File: src/rtl/cnt_pkg.sv
package cnt_pkg;

  // Strobes the control hands to one datapath stage for the next edge.
  typedef struct packed {
    logic clr;   // force stage to zero
    logic ld;    // copy data slice into stage
    logic inc;   // advance stage by one
  } stageStrobe_t;

endpackage

File: src/rtl/cnt_ctrl.sv
module cnt_ctrl
  import cnt_pkg::*;
#(
  parameter int NUM_STAGES = 2
) (
  input  logic                                clk,
  input  logic                                clrN,
  input  logic                                loadN,
  input  logic                                cntEnPar,
  input  logic                                cntEnCarry,
  input  logic [NUM_STAGES-1:0]               stageMax,
  output stageStrobe_t [NUM_STAGES-1:0]       strobes,
  output logic                                termCnt
);

  logic [NUM_STAGES-1:0] carryIn;
  logic                  doClr;
  logic                  doLd;
  logic                  mayCnt;

  // Clear has priority over load, and load over counting.
  assign doClr  = ~clrN;
  assign doLd   = clrN & ~loadN;
  assign mayCnt = clrN & loadN & cntEnPar;

  assign carryIn[0] = cntEnCarry;

  for (genvar k = 1; k < NUM_STAGES; k++) begin : g_chain
    assign carryIn[k] = carryIn[k-1] & stageMax[k-1];
  end

  for (genvar k = 0; k < NUM_STAGES; k++) begin : g_strb
    assign strobes[k].clr = doClr;
    assign strobes[k].ld  = doLd;
    assign strobes[k].inc = mayCnt & carryIn[k];
  end

  assign termCnt = carryIn[NUM_STAGES-1] & stageMax[NUM_STAGES-1];

  // an upper stage may only advance while the stage below is advancing past its top value
  for (genvar k = 1; k < NUM_STAGES; k++) begin : g_chk
    p_upper_needs_lower_r8: assert property (@(posedge clk) disable iff (!clrN)
      strobes[k].inc |-> (strobes[k-1].inc && stageMax[k-1]));
  end

  // the three strobes are mutually exclusive
  p_strobe_excl_r1: assert property (@(posedge clk)
    $onehot0({strobes[0].clr, strobes[0].ld, strobes[0].inc}));

endmodule

File: src/rtl/cnt_stage.sv
module cnt_stage
  import cnt_pkg::*;
#(
  parameter int STAGE_BITS = 4
) (
  input  logic                  clk,
  input  stageStrobe_t          strb,
  input  logic [STAGE_BITS-1:0] dSlice,
  output logic [STAGE_BITS-1:0] qSlice,
  output logic                  atMax
);

  localparam logic [STAGE_BITS-1:0] ALL_ONES = '1;

  always_ff @(posedge clk) begin
    if (strb.clr)      qSlice <= '0;
    else if (strb.ld)  qSlice <= dSlice;
    else if (strb.inc) qSlice <= qSlice + 1'b1;
  end

  assign atMax = (qSlice == ALL_ONES);

  // advancing from the top value lands on zero
  p_stage_wrap_r5: assert property (@(posedge clk) disable iff (strb.clr)
    (strb.inc && !strb.ld && atMax) |=> (qSlice == '0));

  // with no strobe active the slice keeps its value
  p_stage_hold_r4: assert property (@(posedge clk) disable iff (strb.clr)
    (!strb.ld && !strb.inc && !$isunknown(qSlice)) |=> $stable(qSlice));

endmodule

File: src/rtl/cascade_counter.sv
module cascade_counter
  import cnt_pkg::*;
#(
  parameter int NUM_STAGES = 2,
  parameter int STAGE_BITS = 4
) (
  input  logic                              clk,
  input  logic                              clrN,
  input  logic                              loadN,
  input  logic                              cntEnPar,
  input  logic                              cntEnCarry,
  input  logic [STAGE_BITS*NUM_STAGES-1:0]  dIn,
  output logic [STAGE_BITS*NUM_STAGES-1:0]  qOut,
  output logic                              termCnt
);

  localparam int TOTAL_BITS = STAGE_BITS * NUM_STAGES;

  stageStrobe_t [NUM_STAGES-1:0] strobes;
  logic [NUM_STAGES-1:0]         stageMax;

  cnt_ctrl #(.NUM_STAGES(NUM_STAGES)) u_ctrl (
    .clk        (clk),
    .clrN       (clrN),
    .loadN      (loadN),
    .cntEnPar   (cntEnPar),
    .cntEnCarry (cntEnCarry),
    .stageMax   (stageMax),
    .strobes    (strobes),
    .termCnt    (termCnt)
  );

  for (genvar k = 0; k < NUM_STAGES; k++) begin : g_stage
    cnt_stage #(.STAGE_BITS(STAGE_BITS)) u_stage (
      .clk    (clk),
      .strb   (strobes[k]),
      .dSlice (dIn[k*STAGE_BITS +: STAGE_BITS]),
      .qSlice (qOut[k*STAGE_BITS +: STAGE_BITS]),
      .atMax  (stageMax[k])
    );
  end

  // Port-level checks stay disarmed until a clear has been sampled.
  logic armed = 1'b0;
  always_ff @(posedge clk) if (!clrN) armed <= 1'b1;

  p_clear_zero_r1: assert property (@(posedge clk) disable iff (!armed)
    !clrN |=> (qOut == '0));

  p_load_data_r2: assert property (@(posedge clk) disable iff (!armed)
    (clrN && !loadN) |=> (qOut == $past(dIn)));

  p_count_up_r3: assert property (@(posedge clk) disable iff (!armed)
    (clrN && loadN && cntEnPar && cntEnCarry) |=>
      (qOut == TOTAL_BITS'($past(qOut) + 1'b1)));

  p_hold_r4: assert property (@(posedge clk) disable iff (!armed)
    (clrN && loadN && !(cntEnPar && cntEnCarry)) |=> $stable(qOut));

  p_tc_gated_r6: assert property (@(posedge clk) disable iff (!armed)
    termCnt |-> (cntEnCarry && (&qOut)));

  p_tc_present_r6: assert property (@(posedge clk) disable iff (!armed)
    (cntEnCarry && (&qOut)) |-> termCnt);

endmodule

File: config.mk
export PLATFORM = sky130hd
export DESIGN_NAME = cascade_counter
export DESIGN_NICKNAME = d
export VERILOG_FILES = /design/src/rtl/cnt_pkg.sv /design/src/rtl/cnt_ctrl.sv /design/src/rtl/cnt_stage.sv /design/src/rtl/cascade_counter.sv
export SDC_FILE = /design/constraint.sdc
export NUM_CORES = 1
export LEC_CHECK = 0
export BUFFER_PORTS_ARGS = -buffer_cell sky130_fd_sc_hd__clkbuf_2
export CAP_MARGIN = 30
export CORE_AREA = 2 2 39 41
export CTS_CLUSTER_SIZE = 24
export DETAILED_ROUTE_END_ITERATION = 10
export DIE_AREA = 0 0 41 43
export PLACE_DENSITY = 0.74
export SKIP_LAST_GASP = 1
export SYNTH_ARGS = -nofsm -noshare
export SYNTH_HDL_FRONTEND = slang
export SYNTH_SLANG_ARGS = --single-unit
export TNS_END_PERCENT = 10
File: constraint.sdc
create_clock -name clk -period 1.3 [get_ports clk]
set_input_delay 0.065 -clock clk [delete_from_list [all_inputs] [get_ports clk]]
set_output_delay 0.065 -clock clk [all_outputs]
set_load 0.05 [all_outputs]
Word level (Yosys, flattened, before mapping)

Cells that the tools add are included.

Div/mod/pow operators: 0
Shifts and indexed selects: 0
Multipliers: 0
Eq/ne operators: 2
Bitwise gates (word level): 8
$add $sub $neg: 2
Reductions and logical operators: 2
Magnitude comparators: 0
Multiplexer cells: 4

Operator list:

| operator            | number |
|---|---|
| $mux 4              | 4 |
| $add 4x1->4 const B | 2 |
| $eq 4x4->1 const B  | 2 |
| $and 1x1->1         | 7 |
| $reduce_bool 2->1   | 2 |
| $not 1->1           | 1 |

Memory bits (read-only): 0
Latch bits: 0
RAM bits: 0
Flip-flop bits (word level): 8
Memories: 0

Depth between registers and ports, before layout

Gate-level depths: netlist of run 1.

Depth in word-level cells: 5
Depth in mapped cells: 4

Hierarchy

Synthesis of run 1 repeated with hierarchy kept, for this count alone.

Cells, all modules: 55
Area, all modules: 484.2 um2

By module, submodules not included:

| module    | area an instance (um2) | times used | cells an instance |
|---|---|---|---|
| cnt_stage | 211.5                  | 2          | 23 |
| cnt_ctrl  | 61.3                   | 1          | 9 |

Worst setup path after synthesis of run 1

No wires, ideal clock.

Kind: register to output
Start point: register g_stage[0].u_stage.qSlice[0]
End point: output termCnt
Path slack: -0.553 ns
Cell stages (with the launch flop): 4
Arrival time: 1.788 ns
Buffers on the path: 0
Path through: dfxtp_1 -> ha_1 -> nand4_1 -> nor2_1

Longest elaborated chain between the ends: 3

RTL lines:

| element                  | RTL line              | text |
|---|---|---|
| start: declaration       | cnt_stage.sv:9        | `output logic [STAGE_BITS-1:0] qSlice,` |
| start signal: assignment | cnt_stage.sv:17       | `else if (strb.ld) qSlice <= dSlice;` |
| start signal: assignment | cnt_stage.sv:18       | `else if (strb.inc) qSlice <= qSlice + 1'b1;` |
| $eq 4x4->1               | cnt_stage.sv:21       | `assign atMax = (qSlice == ALL_ONES);` |
| $and 1x1->1              | cnt_ctrl.sv:29        | `assign carryIn[k] = carryIn[k-1] & stageMax[k-1];` |
| $and 1x1->1              | cnt_ctrl.sv:38        | `assign termCnt = carryIn[NUM_STAGES-1] & stageMax[NUM_STAGES-1];` |
| end: declaration         | cascade_counter.sv:14 | `output logic termCnt` |

Every way passes these cells.

Final worst setup path of run 1

Start point: register g_stage[1].u_stage.qSlice[0]
End point: output termCnt

Longest elaborated chain between the ends: 2

RTL lines:

| element                  | RTL line |
|---|---|
| start: declaration       | cnt_stage.sv:9 |
| start signal: assignment | cnt_stage.sv:17 |
| start signal: assignment | cnt_stage.sv:18 |
| $eq 4x4->1               | cnt_stage.sv:21 |
| $and 1x1->1              | cnt_ctrl.sv:38 |

Every way passes these cells.

==> results of run 1 <==
-- cell families (layout without fill, tap and decap cells) --
logic type               Yosys count  count (layout)  share of synthesized area
buffers and inverters              3              29                     0.0265
AND/OR/NAND/NOR                   19              19                      0.244
flip-flops                         8               8                      0.376
adder cells (fa/ha/maj)            2               2                     0.0588
XOR/XNOR                           2               2                     0.0412
AO/OA/AOI/OAI                     18              18                      0.253
-- repair_timing --
item | CTS | global route
resized for setup | 2 | 1
endpoints found under the setup margin | 1 | 3
hold buffers | 0 | 0
pin swaps | 2 | 1
setup buffers | 2 | 0
-- where the power goes --
group / switching [mW] / internal (mW) / total, mW / leakage (nW)
Combinational: 0.113 / 0.0566 / 0.170 / 0.181
Sequential: 0.0230 / 0.264 / 0.287 / 0.0698
Clock: 0.0878 / 0.106 / 0.194 / 0.0138
Total: 0.224 / 0.426 / 0.650 / 0.264
-- per-stage QoR --
stage | utilization | area [um2] | hold WS (ps) | instances
after CTS | 0.469 | 649 | 67.7 | 94
final | 0.470 | 651 | 71.5 | 94
after floorplan | - | 474 | 193 | 52
after global routing | 0.470 | 651 | 65.6 | 94
after detailed placement | 0.436 | 603 | 332 | 89
after global placement | 0.436 | 603 | 330 | 89
-- worst max-delay path, delay by kind of cell, from the launching register on --
kind          cells  cell delay (ps)
fa+ha+maj         1              140
flops             1              360
buf+inv           1              160
simple gates      2              300
-- cells in the mapped netlist --
cell type,count,area (um2)
nor2_1,4,15.0
o31ai_1,1,7.51
xor2_1,2,17.5
a211oi_1,1,7.51
nand4_1,1,6.26
or3_1,2,12.5
dfxtp_1,8,160
a311oi_1,2,17.5
inv_1,2,7.51
a21oi_1,1,5.00
nand3_1,6,30.0
or4_1,1,7.51
ha_1,2,25.0
nand2_1,2,7.51
o21ai_0,9,45.0
nand3_2,1,10.0
clkbuf_1,1,3.75
a31oi_1,4,25.0
or3_2,2,15.0
-- worst max path at each step --
stage / start / cells past startpoint / to
after floorplan: g_stage[1].u_stage.qSlice[2] / 3 / g_stage[1].u_stage.qSlice[3]
after CTS: g_stage[1].u_stage.qSlice[0] / 4 / termCnt
final: g_stage[1].u_stage.qSlice[0] / 4 / termCnt
after detailed placement: g_stage[1].u_stage.qSlice[0] / 4 / g_stage[1].u_stage.qSlice[1]
after global routing: g_stage[1].u_stage.qSlice[0] / 4 / termCnt
after global placement: g_stage[1].u_stage.qSlice[0] / 4 / g_stage[1].u_stage.qSlice[1]
-- routing by layer --
metal	part of all wire	global-route usage	vias up	wire (um)
li1	-	-	259	-
met1	0.45	0.181	232	509
met2	0.49	0.222	16	551
met3	0.065	0.0471	0	74
met4	0	0.0600	0	0
met5	0	0	-	0
-- cell type report --
| type | count | share of cell area |
|---|---|---|
| clock buffer | 3 | 0.0346 |
| inverter | 2 | 0.0115 |
| timing repair buffer | 24 | 0.212 |
| multi-input combinational | 41 | 0.437 |
| sequential | 8 | 0.275 |
| tap | 16 | 0.0308 |
==> qor.txt, run 1 <==
DR pass1 iterations: 4
Register Area: 179 um2
Largest registers: g_stage.u_stage.qSlice (8)
Clock period minus worst slack: 1280 ps
Power per cell area: 1000 mW/mm2
Final nets: 95
CTS tree: built
Setup TNS: 0 ps
Grt total ovfl: 0
CP max stage delay: 360 ps
Kind of critical path: reg2out
Final period util: 0.985
Final Hold Vio Count: 0
Crit Path Max Fanout: 5
Die W: 41 um
Post-Syn Area per Cell: 8.18 um2
Multi-input logic area: 284 um2
Setup Skew: 9.60 ps
Reg clk slew, reported paths: 60 ps
Die footprint: 0.00176 mm2
CTS Sinks: 8
ANT nets after route: 0
Crit path capture type: output port
Final worst setup slack: 20.0 ps
Critical path cell sequence: ha_1 -> nand4_1 -> nor2_2 -> buf_8
Leakage: 0.264 nW
Reg2Reg Depth: 4
Slew headroom: 0.809
Most common cell after layout, fill and taps aside: clkbuf_2
Status: complete, no violations
CTS Buffer Depth: 2
Root Driver: clkbuf_4
Share of post-route cells with drive strength above 1: 0.500
Cts bufs inserted: 3
HP Start: dIn[3]
Drt wl/cell: 12.1 um
Clock latency on the worst-skew pair: 250 ps
Ant diodes: 0
WP data arrival: 1220 ps
Worst hold path depth: 3
Dpl ws: 35.8 ps
Maximum vdd ir drop: 0.591 mV
Fillers: 144
Post-Synthesis Cell Area: 425 um2
GPL Wtd Cong: 0.768
Critical path required time: 1240 ps
Placeable core area: 0.00138 mm2
CTS H-tree lvls: 1
Row count: 14
Net Count, Synth: 67
Synth Warn #: 0
Initial antenna violation count: 0
Min-Delay Endpoint: g_stage[0].u_stage.qSlice[3]
Synth Register Bits: 8
RSZ-0062 raised after global routing: true
I/O Pins: 22
Largest register FFs: 8
Residual DRC: 0
Via density per instance: 5.39
Commonest cells after routing, fill and taps aside: clkbuf_2 (20), o21ai_0 (9), nand3_1 (6)
First-pass GRT wire length: 1740 um
Achievable Freq: 781 MHz
Critical R2R Capture: g_stage[1].u_stage.qSlice[1]
Slowest cell on crit path: dfxtp_4
Layout overhead on the synthesized area: 52.9%
Final setup vio count: 0
Vias: 507
Largest net degree at the start of global routing: 17
Die height: 43 um
Final slew viol count: 0
Sequential fraction of the synthesis area: 0.376
Gate Count Post-Synth: 52
Port Buffer Count: 21
DRT iter0 DRCs: 8
Total Power Consumption: 650 uW
Crit start category: flop
Slew at the pin closest to its max-slew limit: 286 ps
Vias in the first global route: 411
Unique masters post-synth: 19
Routed wire length: 1130 um
Reg2Reg Setup Slack: 30 ps
Starting Density: 0.307
HPWL after detailed placement: 856 um
Worst hold path class: in2reg
Top reg by flops: g_stage.u_stage.qSlice
Maxcap violations: 0
Reg-to-reg startpoint: g_stage[1].u_stage.qSlice[0]
Total GRT Usage: 0.146
(Power assumes the default switching activity.)
==> run 2, diff against run 1 <==
- PLACE_DENSITY: 0.74 -> 0.72
- clock period: 1.3 -> 1.5 ns (I/O delays scaled with it)
==> qor.txt, run 2 (synthesis gave the netlist of run 1 again) <==
Placeable core area: 0.00138 mm2
Largest net degree at the start of global routing: 17
Die W: 41 um
Commonest cells after routing, fill and taps aside: clkbuf_2 (20), o21ai_0 (9), nand3_1 (6)
ANT nets after route: 0
Top reg by flops: g_stage.u_stage.qSlice
Worst Setup SP: g_stage[0].u_stage.qSlice[0]
Slew headroom: 0.813
CTS Buffer Depth: 2
CTS tree: built
Finished layout cell area: 583 um2
Final nets: 92
Slowest cell on crit path: or4_1
Reg2Reg Depth: 4
Initial antenna violation count: 0
Kind of critical path: reg2reg
Final period util: 0.952
Final Hold Vio Count: 0
Cell Int Power: 363 uW
Crit Path Max Fanout: 6
Final setup vio count: 0
Power per cell area: 957 mW/mm2
Setup bufs post-CTS: 0
Status: complete, no violations
Residual DRC: 0
Row count: 14
WP data arrival: 1620 ps
Critical path cell sequence: ha_2 -> nand3_2 -> or4_1 -> a31oi_1
Setup Skew: 3.73 ps
GPL Wtd Cong: 0.711
Vias: 492
Maximum vdd ir drop: 0.512 mV
Largest register FFs: 8
Share of post-route cells with drive strength above 1: 0.453
I/O Pins: 22
Maxcap violations: 0
Root Driver: clkbuf_4
Drt wl/cell: 12.6 um
Routed wire length: 1140 um
CTS resizes: 1
Seq pwr share: 0.447
Crit start category: flop
Reg clk slew, reported paths: 60 ps
Hold Buf Count CTS: 0
Clock latency on the worst-skew pair: 260 ps
Largest registers: g_stage.u_stage.qSlice (8)
Cell area after placement: 556 um2
Cts bufs inserted: 3
Grt total ovfl: 0
Total GRT Usage: 0.152
DRT iter0 DRCs: 3
Worst hold path class: in2reg
Setup crit end: g_stage[1].u_stage.qSlice[3]
Sw frac: 0.350
Critical R2R Capture: g_stage[1].u_stage.qSlice[3]
Starting Density: 0.307
Critical path's top delay family: simple AND/OR/NAND/NOR gates
CP max stage delay: 520 ps
Clk pwr share: 0.313
Reg-to-reg startpoint: g_stage[0].u_stage.qSlice[0]
Crit path capture type: flop
Leakage: 0.241 nW
Most common cell after layout, fill and taps aside: clkbuf_2
Critical path required time: 1690 ps
CTS Sinks: 8
Via density per instance: 5.41
Net Switching: 195 uW
HPWL after detailed placement: 875 um
Layout overhead on the synthesized area: 37.1%
Clock period minus worst slack: 1430 ps
Achievable Freq: 701 MHz
Slew at the pin closest to its max-slew limit: 281 ps
First-pass GRT wire length: 1740 um
CTS H-tree lvls: 1
RSZ-0062 raised after global routing: false
Vias in the first global route: 437
Number of stages on the worst setup path: 4
Reg2Reg Setup Slack: 70 ps
Comb pwr share: 0.239
Final worst setup slack: 72.6 ps
Worst Path Buf+Inv: 0
Ant diodes: 0
Fillers: 154
Die footprint: 0.00176 mm2
Die height: 43 um
Final slew viol count: 0
DR pass1 iterations: 3
Port Buffer Count: 21
Dpl ws: 62.9 ps
[run 2: cell count changes in the layout (fill, tap and decap cells not counted), moves of 2 or more]
cell | previous run | this run
dfxtp_4 | 4 | 0
buf_4 | 3 | 0
dfxtp_1 | 1 | 3
dfxtp_2 | 3 | 5
or3_2 | 0 | 2
or3_4 | 2 | 0
[run 2: power by group through the flow]
stage | Sequential, mW | Combinational (mW) | Clock, mW
6_report | 0.250 | 0.134 | 0.175
5_1_grt | 0.252 | 0.145 | 0.192
4_1_cts | 0.249 | 0.134 | 0.183
3_5_place_dp | 0.254 | 0.133 | 0
3_3_place_gp | 0.253 | 0.132 | 0
2_1_floorplan | 0.305 | 0.0357 | 0
[run 2: per-stage QoR]
step,TNS [ps],hold slack [ps],std cells,total power [mW],util
global placement,0,342,88,0.384,0.401
CTS,0,64.7,91,0.566,0.420
floorplan,-199,206,52,0.341,-
global route,0,80.8,91,0.589,0.421
detailed placement,0,344,88,0.387,0.401
finish,0,72.6,91,0.558,0.421
[run 2: cell type report]
class | count | area, um2 | area share
clock buffer | 3 | 22.5 | 0.0386
inverter | 2 | 7.51 | 0.0129
multi-input combinational | 41 | 259 | 0.444
sequential | 8 | 166 | 0.285
tap | 16 | 20.0 | 0.0343
timing repair buffer | 21 | 108 | 0.185
[run 2: how the worst min path moves through the flow]
stage	from	to	slack [ps]	cells after the start
3_5_place_dp	dIn[1]	g_stage[0].u_stage.qSlice[1]	340	3
6_report	dIn[1]	g_stage[0].u_stage.qSlice[1]	70	3
4_1_cts	dIn[1]	g_stage[0].u_stage.qSlice[1]	60	3
2_1_floorplan	clrN	g_stage[1].u_stage.qSlice[0]	210	2
3_3_place_gp	dIn[3]	g_stage[0].u_stage.qSlice[3]	340	3
5_1_grt	dIn[3]	g_stage[0].u_stage.qSlice[3]	80	3
[run 2: layer usage]
layer | track usage | share of wire | vias up
met2 | 0.238 | 0.45 | 18
met1 | 0.161 | 0.43 | 226
li1 | - | - | 246
met3 | 0.0838 | 0.10 | 2
met5 | 0 | 0 | -
met4 | 0.0600 | 0.011 | 0
[run 2: worst reg2reg max path, stage by stage (launching register included)]
cell,delay (ps)
dfxtp_2,360
ha_2,210
nand3_2,120
or4_1,520
a31oi_1,160
==> run 3, diff against run 2 <==
- CELL_PAD_IN_SITES_DETAIL_PLACEMENT: unset -> 0
- CELL_PAD_IN_SITES_GLOBAL_PLACEMENT: unset -> 1
- CORE_AREA: 2 2 39 41 -> 2 2 41 43
- DIE_AREA: 0 0 41 43 -> 0 0 43 45
- PLACE_DENSITY: 0.72 -> 0.86
- RECOVER_POWER: unset -> 50
==> qor.txt, run 3 (synthesis gave the netlist of run 1 again) <==
Final setup vio count: 0
Status: complete, no violations
Worst hold slack: 79.8 ps
Most common cell after layout, fill and taps aside: clkbuf_2
Crit start category: flop
DR pass1 iterations: 4
Largest register FFs: 8
Final period util: 0.914
WP data arrival: 1550 ps
Seq pwr share: 0.459
RSZ-0062 raised after global routing: false
Starting Density: 0.289
Critical path required time: 1680 ps
CTS tree: built
CTS Sinks: 8
First-pass GRT wire length: 1850 um
Achievable Freq: 729 MHz
Hold Buf Count CTS: 0
Final slew viol count: 0
Drt wl/cell: 11.5 um
Crit path capture type: flop
Most Crowded Layer GR: met2
Maxcap violations: 0
Power per cell area: 924 mW/mm2
Reg clk slew, reported paths: 50 ps
Top reg by flops: g_stage.u_stage.qSlice
Comb pwr share: 0.240
Die footprint: 0.00194 mm2
CTS H-tree lvls: 1
Clk pwr share: 0.301
Sw frac: 0.343
Ant diodes: 0
Kind of critical path: reg2reg
Commonest cells after routing, fill and taps aside: clkbuf_2 (14), o21ai_0 (9), nand3_1 (6), clkbuf_1 (6), dfxtp_2 (5)
Leakage: 0.223 nW
GRT met2 Usage: 0.203
ANT nets after route: 0
Share of post-route cells with drive strength above 1: 0.373
Cell Int Power: 360 uW
Clock latency on the worst-skew pair: 250 ps
Residual DRC: 0
Largest net degree at the start of global routing: 17
Layout overhead on the synthesized area: 39.4%
Setup TNS: 0 ps
Routed wire length: 1040 um
Cts bufs inserted: 3
HPWL after detailed placement: 796 um
GPL Wtd Cong: 0.711
Crit Path Max Fanout: 6
Setup Skew: 2.40 ps
Total GRT Usage: 0.132
Placed cells: 88
Via density per instance: 5.23
Grt total ovfl: 0
Net Switching: 188 uW
Slew headroom: 0.602
Vias: 476
Slew at the pin closest to its max-slew limit: 600 ps
Placeable core area: 0.00147 mm2
Initial antenna violation count: 0
I/O Pins: 22
Die W: 43 um
Setup bufs post-CTS: 0
Largest registers: g_stage.u_stage.qSlice (8)
Final Hold Vio Count: 0
CTS Buffer Depth: 2
Root Driver: clkbuf_4
Port Buffer Count: 21
Clock period minus worst slack: 1370 ps
Layout Cells excl Fill: 91
Worst hold path class: in2reg
DRT iter0 DRCs: 8
Vias in the first global route: 445
Row count: 14
Met3 GRT Util: 0.0760
Maximum vdd ir drop: 0.438 mV
Met1 Track Usage GR: 0.158
CTS resizes: 0
Die height: 45 um
Final nets: 92
[run 3: critical path, stage by stage (launching register included)]
cell	delay, ps
dfxtp_2	370
ha_4	170
nand3_4	100
or4_1	500
a31oi_1	160
[run 3: path summary, 6_finish.rpt]
kind	from	end	slack [ps]	cells after the start
max	g_stage[0].u_stage.qSlice[0]	g_stage[1].u_stage.qSlice[3]	130	4
max reg2reg	g_stage[0].u_stage.qSlice[0]	g_stage[1].u_stage.qSlice[3]	130	4
min reg2reg	g_stage[1].u_stage.qSlice[1]	g_stage[1].u_stage.qSlice[1]	510	2
min	dIn[3]	g_stage[0].u_stage.qSlice[3]	80	3
[run 3: final cells by class]
type | instances | area, um2
fillers | 175 | 878
multi-input cells | 41 | 277
flip-flops and latches | 8 | 166
repair buffers | 21 | 100
clock buffers | 3 | 22.5
well taps | 16 | 20.0
inverters | 2 | 7.51
[run 3: power groups by stage]
stage | combinational [mW] | clock, mW | sequential (mW)
floorplan | 0.0357 | 0 | 0.305
global placement | 0.132 | 0 | 0.253
detailed placement | 0.132 | 0 | 0.253
CTS | 0.133 | 0.174 | 0.249
global route | 0.144 | 0.194 | 0.256
finish | 0.131 | 0.165 | 0.252
[run 3: routing by layer]
metal  share of wire  wire length, um
met2            0.43              447
met5               0                0
met1            0.49              507
met4               0                0
met3           0.085               89
[run 3: stage by stage]
step / utilization / worst slack, ps / total power, mW / area [um2]
2_1_floorplan: - / -95.3 / 0.341 / 434
5_1_grt: 0.403 / 15.4 / 0.593 / 593
4_1_cts: 0.393 / 7.09 / 0.556 / 578
6_report: 0.403 / 129 / 0.548 / 593
3_3_place_gp: 0.378 / 101 / 0.385 / 556
3_5_place_dp: 0.378 / 62.1 / 0.386 / 556
